--- src/rtl/crc_pkg.sv ---
package crc_pkg;

    localparam int WIDE_W   = 32;
    localparam int NARROW_W = 16;
    localparam int BYTE_W   = 8;
    localparam int CTRL_W   = 5;
    localparam int ADDR_W   = 2;
    localparam int ALIGN_SH = WIDE_W - NARROW_W;

    typedef logic [WIDE_W-1:0] word_t;
    typedef logic [BYTE_W-1:0] byte_t;

    typedef enum logic [ADDR_W-1:0] {
        REG_CTRL = 2'd0,
        REG_POLY = 2'd1,
        REG_SEED = 2'd2,
        REG_RSVD = 2'd3
    } reg_sel_e;

    // packed MSB first: bit4 raw_sel .. bit0 wide
    typedef struct packed {
        logic raw_sel;
        logic compl_out;
        logic refl_out;
        logic refl_in;
        logic wide;
    } ctrl_t;

    function automatic word_t width_mask(logic wide);
        return wide ? {WIDE_W{1'b1}} : {{ALIGN_SH{1'b0}}, {NARROW_W{1'b1}}};
    endfunction

    function automatic byte_t rev_byte(byte_t b);
        byte_t r;
        for (int i = 0; i < BYTE_W; i++) r[i] = b[BYTE_W-1-i];
        return r;
    endfunction

    function automatic word_t rev_active(word_t v, logic wide);
        word_t r_w;
        word_t r_n;
        r_w = '0;
        r_n = '0;
        for (int i = 0; i < WIDE_W; i++) r_w[i] = v[WIDE_W-1-i];
        for (int i = 0; i < NARROW_W; i++) r_n[i] = v[NARROW_W-1-i];
        return wide ? r_w : r_n;
    endfunction

endpackage

--- src/rtl/crc_cfg_regs.sv ---
module crc_cfg_regs
    import crc_pkg::*;
#(
    parameter word_t RST_POLY = 32'h0000_1021,
    parameter ctrl_t RST_CTRL = '0
) (
    input  logic              clk,
    input  logic              rst,
    input  logic              wr_en,
    input  logic [ADDR_W-1:0] wr_addr,
    input  word_t             wr_data,
    output ctrl_t             ctrl,
    output word_t             poly
);

    reg_sel_e sel;
    assign sel = reg_sel_e'(wr_addr);

    always_ff @(posedge clk) begin
        if (rst) begin
            ctrl <= RST_CTRL;
            poly <= RST_POLY;
        end else if (wr_en) begin
            case (sel)
                REG_CTRL: ctrl <= ctrl_t'(wr_data[CTRL_W-1:0]);
                REG_POLY: poly <= wr_data;
                default:  ;
            endcase
        end
    end

endmodule

--- src/rtl/crc_byte_step.sv ---
module crc_byte_step
    import crc_pkg::*;
(
    input  logic  wide,
    input  logic  refl_in,
    input  word_t poly,
    input  word_t rem_in,
    input  byte_t din,
    output word_t rem_out
);

    // 16-bit mode runs left-aligned in the 32-bit datapath
    word_t poly_a;
    word_t rem_a;
    byte_t din_eff;
    word_t chain [0:BYTE_W];

    always_comb begin
        din_eff = refl_in ? rev_byte(din) : din;
        poly_a  = wide ? poly : (poly << ALIGN_SH);
        rem_a   = wide ? rem_in : (rem_in << ALIGN_SH);
    end

    assign chain[0] = rem_a ^ {din_eff, {(WIDE_W-BYTE_W){1'b0}}};

    generate
        for (genvar i = 0; i < BYTE_W; i++) begin : g_step
            assign chain[i+1] = chain[i][WIDE_W-1] ? ((chain[i] << 1) ^ poly_a)
                                                   : (chain[i] << 1);
        end
    endgenerate

    assign rem_out = wide ? chain[BYTE_W] : (chain[BYTE_W] >> ALIGN_SH);

endmodule

--- src/rtl/crc_out_fmt.sv ---
module crc_out_fmt
    import crc_pkg::*;
(
    input  ctrl_t ctrl,
    input  word_t rem,
    output word_t rd_data
);

    word_t mask;
    word_t raw;
    word_t shaped;

    always_comb begin
        mask    = width_mask(ctrl.wide);
        raw     = rem & mask;
        shaped  = ctrl.refl_out ? rev_active(raw, ctrl.wide) : raw;
        shaped  = ctrl.compl_out ? (shaped ^ mask) : shaped;
        rd_data = ctrl.raw_sel ? raw : shaped;
    end

endmodule

--- src/rtl/crc_engine.sv ---
module crc_engine
    import crc_pkg::*;
#(
    parameter word_t RST_POLY = 32'h0000_1021,
    parameter word_t RST_SEED = 32'h0000_FFFF,
    parameter ctrl_t RST_CTRL = '0
) (
    input  logic        clk,
    input  logic        rst,
    input  logic        wr_en,
    input  logic [1:0]  wr_addr,
    input  logic [31:0] wr_data,
    input  logic        din_valid,
    input  logic [7:0]  din,
    output logic [31:0] rd_data
);

    ctrl_t ctrl;
    word_t poly;
    word_t remainder_q;
    word_t rem_next;
    logic  seed_wr;
    logic  take_byte;

    crc_cfg_regs #(
        .RST_POLY (RST_POLY),
        .RST_CTRL (RST_CTRL)
    ) u_cfg (
        .clk     (clk),
        .rst     (rst),
        .wr_en   (wr_en),
        .wr_addr (wr_addr),
        .wr_data (wr_data),
        .ctrl    (ctrl),
        .poly    (poly)
    );

    crc_byte_step u_step (
        .wide    (ctrl.wide),
        .refl_in (ctrl.refl_in),
        .poly    (poly),
        .rem_in  (remainder_q),
        .din     (din),
        .rem_out (rem_next)
    );

    assign seed_wr   = wr_en && (reg_sel_e'(wr_addr) == REG_SEED);
    assign take_byte = din_valid && !wr_en;

    always_ff @(posedge clk) begin
        if (rst) begin
            remainder_q <= RST_SEED & width_mask(RST_CTRL.wide);
        end else if (seed_wr) begin
            remainder_q <= wr_data & width_mask(ctrl.wide);
        end else if (take_byte) begin
            remainder_q <= rem_next;
        end
    end

    crc_out_fmt u_fmt (
        .ctrl    (ctrl),
        .rem     (remainder_q),
        .rd_data (rd_data)
    );

endmodule

--- config.mk ---
export PLATFORM = sky130hd
export DESIGN_NAME = crc_engine
export DESIGN_NICKNAME = d
export VERILOG_FILES = /design/src/rtl/crc_pkg.sv /design/src/rtl/crc_cfg_regs.sv /design/src/rtl/crc_byte_step.sv /design/src/rtl/crc_out_fmt.sv /design/src/rtl/crc_engine.sv
export SDC_FILE = /design/constraint.sdc
export NUM_CORES = 1
export LEC_CHECK = 0
export ABC_AREA = 1
export BUFFER_PORTS_ARGS = -buffer_cell sky130_fd_sc_hd__buf_4
export CORE_MARGIN = 2
export CORE_UTILIZATION = 45
export DETAILED_ROUTE_END_ITERATION = 7
export HOLD_SLACK_MARGIN = 0.08
export PLACE_DENSITY = 0.59
export SLEW_MARGIN = 20
export SYNTH_ARGS = -nofsm -noshare
export SYNTH_HDL_FRONTEND = slang
export SYNTH_SLANG_ARGS = --single-unit
--- constraint.sdc ---
create_clock -name clk -period 3.4 [get_ports clk]
set_input_delay 0.51 -clock clk [delete_from_list [all_inputs] [get_ports clk]]
set_output_delay 0.51 -clock clk [all_outputs]
set_load 0.02 [all_outputs]
### After elaboration in Yosys (flattened, before gate mapping)

Index checks and enable logic that the tools add are counted.

| storage, ports and cells | value |
|---|---|
| register bits after elaboration | 69 |
| bits of input ports | 46 |
| output and inout port bits | 32 |
| logic and storage cells | 47 |

| cells by class | value |
|---|---|
| equal/unequal tests | 2 |
| multiplexer cells | 19 |
| bitwise gates (word level) | 12 |
| reduce and logical (&&, ||, !) cells | 7 |

Operator list:

| operator | count |
|---|---|
| $mux W32 | 18 |
| $xor A32 B32 Y32 | 10 |
| $and A32 B32 Y32 | 2 |
| $mux W8 | 1 |
| $reduce_and A2 Y1 | 2 |
| $eq A2 B1 Y1 const B | 1 |
| $eq A2 B2 Y1 const B | 1 |
| $logic_and A1 B1 Y1 | 2 |
| $logic_not A2 Y1 | 1 |
| $reduce_bool A2 Y1 | 1 |
| $logic_not A1 Y1 | 1 |

### Longest topological paths before layout

| logic depth | value |
|---|---|
| word-level depth | 21 |
| gate-level depth with buffers | 37 |
| mapped depth without buffers | 34 |

### Cells and area by module

From an unflattened synthesis, not the netlist that was laid out.

| unflattened totals | value |
|---|---|
| cells, all modules | 2219 |
| area, all modules | 11194.5 um2 |

By module, submodules not included:

| module | instances | cells each | area each (um2) |
|---|---|---|---|
| crc_byte_step | 1 | 1349 | 6383.6 |
| crc_engine | 1 | 306 | 1856.8 |
| crc_cfg_regs | 1 | 232 | 1532.7 |
| crc_out_fmt | 1 | 332 | 1421.4 |

### Worst setup path before layout

No wires, ideal clock.

| timing | value |
|---|---|
| kind | input port to flip-flop |
| start | input din[0] |
| end | register remainder_q[15] |
| library setup time | 112 ps |
| arrival | 2948 ps |
| required time | 3288 ps |
| slack | 340 ps |
| stages on the path | 33 |
| buffers on the path | 4 |
| cell sequence | nand2_1 -> nand2_2 -> inv_2 -> nand2_1 -> nand2_1 -> buf_6 -> nand3_1 -> nand2_1 -> inv_1 -> nand3_2 -> buf_6 -> nand3_1 -> nand2_1 -> inv_1 -> nor2_2 -> inv_1 -> nand2_2 -> nand2_4 -> nand2_1 -> nand2_1 -> nand2_2 -> buf_6 -> nand3_2 -> nand2_4 -> buf_6 -> nand2_1 -> xor2_1 -> nand2_1 -> nand2_1 -> nand2_1 -> nand3_1 -> nand2_1 -> nand2_1 |

| between the ends | value |
|---|---|
| longest elaborated chain between the ends | 20 |

RTL lines:

| element | RTL line | text |
|---|---|---|
| start, declared | crc_engine.sv:14 | `input logic [7:0] din,` |
| $mux W8 * | crc_byte_step.sv:19 | `din_eff = refl_in ? rev_byte(din) : din;` |
| $xor A32 B32 Y32 * | crc_byte_step.sv:24 | `assign chain[0] = rem_a ^ {din_eff, {(WIDE_W-BYTE_W){1'b0}}};` |
| $mux W32 * | crc_byte_step.sv:28 | `assign chain[i+1] = chain[i][WIDE_W-1] ? ((chain[i] << 1) ^ poly_a)` |
| $xor A32 B32 Y32 or $mux W32 (tied branches) | crc_byte_step.sv:28 |  |
| $mux W32 * | crc_byte_step.sv:28 |  |
| $xor A32 B32 Y32 or $mux W32 (tied branches) | crc_byte_step.sv:28 |  |
| $mux W32 * | crc_byte_step.sv:28 |  |
| $xor A32 B32 Y32 or $mux W32 (tied branches) | crc_byte_step.sv:28 |  |
| [4 not listed] | - |  |
| $mux W32 * | crc_byte_step.sv:28 |  |
| $xor A32 B32 Y32 or $mux W32 (tied branches) | crc_byte_step.sv:28 |  |
| $mux W32 * | crc_byte_step.sv:28 |  |
| $xor A32 B32 Y32 or $mux W32 (tied branches) | crc_byte_step.sv:28 |  |
| $mux W32 * | crc_byte_step.sv:28 |  |
| $mux W32 * | crc_byte_step.sv:33 | `assign rem_out = wide ? chain[BYTE_W] : (chain[BYTE_W] >> ALIGN_SH);` |
| $mux W32 * | crc_engine.sv:55 | `end else if (take_byte) begin` |
| $mux W32 * | crc_engine.sv:53 | `end else if (seed_wr) begin` |
| end signal, assigned | crc_engine.sv:52 | `remainder_q <= RST_SEED & width_mask(RST_CTRL.wide);` |
| end signal, assigned | crc_engine.sv:54 | `remainder_q <= wr_data & width_mask(ctrl.wide);` |
| end signal, assigned | crc_engine.sv:56 | `remainder_q <= rem_next;` |
| end, declared | crc_engine.sv:20 | `word_t remainder_q;` |

Every way passes the cells marked *; elsewhere a longest branch is shown, timed or not. The select of a mux whose other input is x is not followed.
A chain may end at the register's enable or synchronous reset.

### Final worst setup path

| timing | value |
|---|---|
| start | register, netlist name u_cfg.ctrl[0] |
| end | register remainder_q[29] |

| between the ends | value |
|---|---|
| longest elaborated chain between the ends | 21 |

RTL lines:

| element | RTL line | text |
|---|---|---|
| $mux W32 | crc_byte_step.sv:21 | `rem_a = wide ? rem_in : (rem_in << ALIGN_SH);` |
| $xor A32 B32 Y32 | crc_byte_step.sv:24 |  |
| $xor A32 B32 Y32 | crc_byte_step.sv:28 |  |
| $mux W32 | crc_byte_step.sv:28 |  |
| $xor A32 B32 Y32 | crc_byte_step.sv:28 |  |
| $mux W32 | crc_byte_step.sv:28 |  |
| $xor A32 B32 Y32 | crc_byte_step.sv:28 |  |
| $mux W32 | crc_byte_step.sv:28 |  |
| [5 not listed] | - |  |
| $mux W32 | crc_byte_step.sv:28 |  |
| $xor A32 B32 Y32 | crc_byte_step.sv:28 |  |
| $mux W32 | crc_byte_step.sv:28 |  |
| $xor A32 B32 Y32 | crc_byte_step.sv:28 |  |
| $mux W32 | crc_byte_step.sv:28 |  |
| $mux W32 | crc_byte_step.sv:33 |  |
| $mux W32 | crc_engine.sv:55 |  |
| $mux W32 * | crc_engine.sv:53 |  |

Marked as above.

==> results.txt <==
status - complete, but fails checks
violated checks - negative setup slack
synth unique cells - 38
Net Sw Frac - 50.29%
clock slew at reported path FFs - 60 ps
ys flop type - dfxtp_1
Psw - 0.004119 W
CTS tree - done
I/O Buffers - 77
number of global-route vias before repair - 11540
worst slew pin tran - 812.7 ps
CP required - 3620 ps
via count - 13010
Max-slew headroom - 45.76%
post-layout util - 65.49%
max_cap viols - 0
DRT Pass-1 Iters - 6
final WL - 44240 um
Core Box Area - 21090 um^2
Power per Cell Area - 593.1 nW/um^2
area of the multi-input gates - 8038 um^2
Sequential Power Share - 11.4%
leakage - 6.885 nW
Setup crit start kind - register
WL per Instance - 18.85 um
Period minus WS final - 3692 ps
P_int - 0.004072 W
Syn Nets - 1896
worst-path fanout max - 8
critical path endpoint category - register
proportion of netlist area held by the largest area contributor - 26.89%
Hold Crit Class - primary input to register
layout cells sized above 1 - 30.21%
RSZ-0062 raised after global routing - yes
top cells by area, synth - nand2_1, dfxtp_1, nand3_1
DRT antenna net count - 0
FILL cells - 2027
DP HPWL - 31920 um
first-pass GRT wire length - 64160 um
CTS Buffer Depth - 2
largest net degree at the start of global routing - 54
worst hold margin - 382.5 ps
H-tree levels - 3
Synth Area per Inst - 5.237 um^2
most frequent CP cell - nand2_2
clk_skew - 10.39 ps
CP arrival - 3910 ps
Clock Power Share - 11.7%
die height - 150.7 um
Root Buffer - clkbuf_16
yosys warns - 0
Cell Area, Synth - 9688 um^2
critical path type - register to register
die span in x - 150.7 um
nets@finish - 2113
row count - 53
Yosys reg bits - 69
Seq. cell area - 1386 um^2
CTS Buf Count - 9
synth cell count leaders - nand2_1, inv_1, nand3_1
CP max stage cell - dfxtp_4
clk sinks - 69
detailed-route vias per instance - 5.541
die area - 22720 um^2
n_diodes - 0
most frequent cell after synthesis - nand2_1
I/O pins - 78
Initial Utilization - 45.94%
max frequency - 270.8 MHz
Initial DRC Count - 1318
Synth area leader - nand2_1
Post-CTS Hold Fix Bufs - 0
VDD IR-drop max - 0.3983 mV
drt drc - 0
final worst slack - -292.4 ps
initial antenna violation count - 0
asr flop ratio synth - 0%
max incr delay on CP - 450 ps
sequential area share after synthesis - 14.26%
Post-synth EDFFs - 0
routability cong. - 0.9593
combinational group share of total power - 77.0%
total gr overflow - 0
Final Max Slew Viols - 0
part of the cycle the worst path needs - 108.6%
Gate Count Post-Synth - 1850
endpoints failing hold - 0
All-Layer GR Usage - 37.37%
Clk Latency, worst-skew pair - 350 ps
Final setup violation count - 32
Area Overhead vs Synth - 42.54%
through the flow:
step                      setup slack, ps  TNS [ps]  instance area [um^2]  power (W)  std cells
after floorplan                     339.6         0                  9688   0.003750       1850
after global placement             -317.8     -7224                 11560   0.005307       2278
after detailed placement           -398.4     -9336                 11560   0.005350       2278
after CTS                          -139.5     -2556                 12930   0.007296       2328
after global routing               -488.7    -13460                 13810   0.008625       2347
final                              -292.4     -7070                 13810   0.008191       2347
placed cells by master (no fill, tap or decap), types with 18 or more instances in the layout:
cell type / netlist / routed
buf_4: 15 / 261
o211ai_1: 18 / 18
buf_12: 0 / 18
nand3_1: 189 / 129
a21oi_1: 62 / 49
xnor2_1: 52 / 41
nand3_2: 6 / 51
inv_2: 16 / 31
inv_1: 195 / 178
xor2_1: 41 / 37
nor2_1: 116 / 108
o21a_1: 21 / 21
o21ai_1: 26 / 32
dfxtp_1: 69 / 67
nand2_4: 3 / 28
o21ai_0: 161 / 152
nand2_2: 10 / 104
buf_6: 16 / 25
nand2_1: 694 / 571
cells by family after synthesis:
group / share of synthesized area, %
simple gates: 44.94
buf+inv: 15.03
compound gates: 16.69
xor+xnor: 9.079
flops: 14.26
final timing paths:
path	startpoint	to	slack, ps	depth (start not counted)
min reg2reg	u_cfg.poly[28]$_SDFFE_PP0P_	u_cfg.poly[28]$_SDFFE_PP0P_	450	2
max	u_cfg.ctrl[0]$_SDFFE_PP0P_	remainder_q[29]$_SDFFE_PP0P_	-290	33
min	wr_data[5]	u_cfg.poly[5]$_SDFFE_PP1P_	380	3
max reg2reg	u_cfg.ctrl[0]$_SDFFE_PP0P_	remainder_q[29]$_SDFFE_PP0P_	-290	33
critical path, delay by kind of cell (launching register included):
kind | cells | cell delay, ps
and+or+nand+nor | 23 | 2050
DFF | 1 | 450
buffers and inverters | 9 | 990
AOI/OAI and AO/OA | 1 | 60
metal layers:
| layer | part of all wire, % | global-route usage [%] | wire length (um) | vias to the layer above |
|---|---|---|---|---|
| li1 | - | - | - | 6263 |
| met1 | 42 | 51.16 | 18450 | 5955 |
| met2 | 44 | 57.70 | 19360 | 664 |
| met3 | 9.4 | 6.788 | 4157 | 123 |
| met4 | 5.2 | 15.42 | 2280 | 0 |
| met5 | 0 | 0 | 0 | - |
registers in the layout, summed over array words and instances (netlist names):
register     count
u_cfg.poly      32
u_cfg.ctrl       5
remainder_q     32
final cells by class:
type,instances,area share (%)
multi-input cells,1448,58.20
well taps,275,2.492
inverters,221,6.070
flip-flops and latches,69,10.04
repair buffers,318,21.07
clock inverters,6,0.3171
clock buffers,10,1.812
what timing repair did:
item,in CTS,in global routing
setup buffers,28,16
resized for setup,188,173
gates cloned,7,4
setup endpoints to repair,32,32
pin swaps,65,96
power groups by stage:
stage	clock network, W	logic, W	registers [W]
2_1_floorplan	0	0.00283	0.000916
3_3_place_gp	0	0.00437	0.000940
3_5_place_dp	0	0.00441	0.000940
4_1_cts	0.000952	0.00542	0.000925
5_1_grt	0.000988	0.00671	0.000932
6_report	0.000956	0.00630	0.000931
Power figures use the tool's default switching activity.
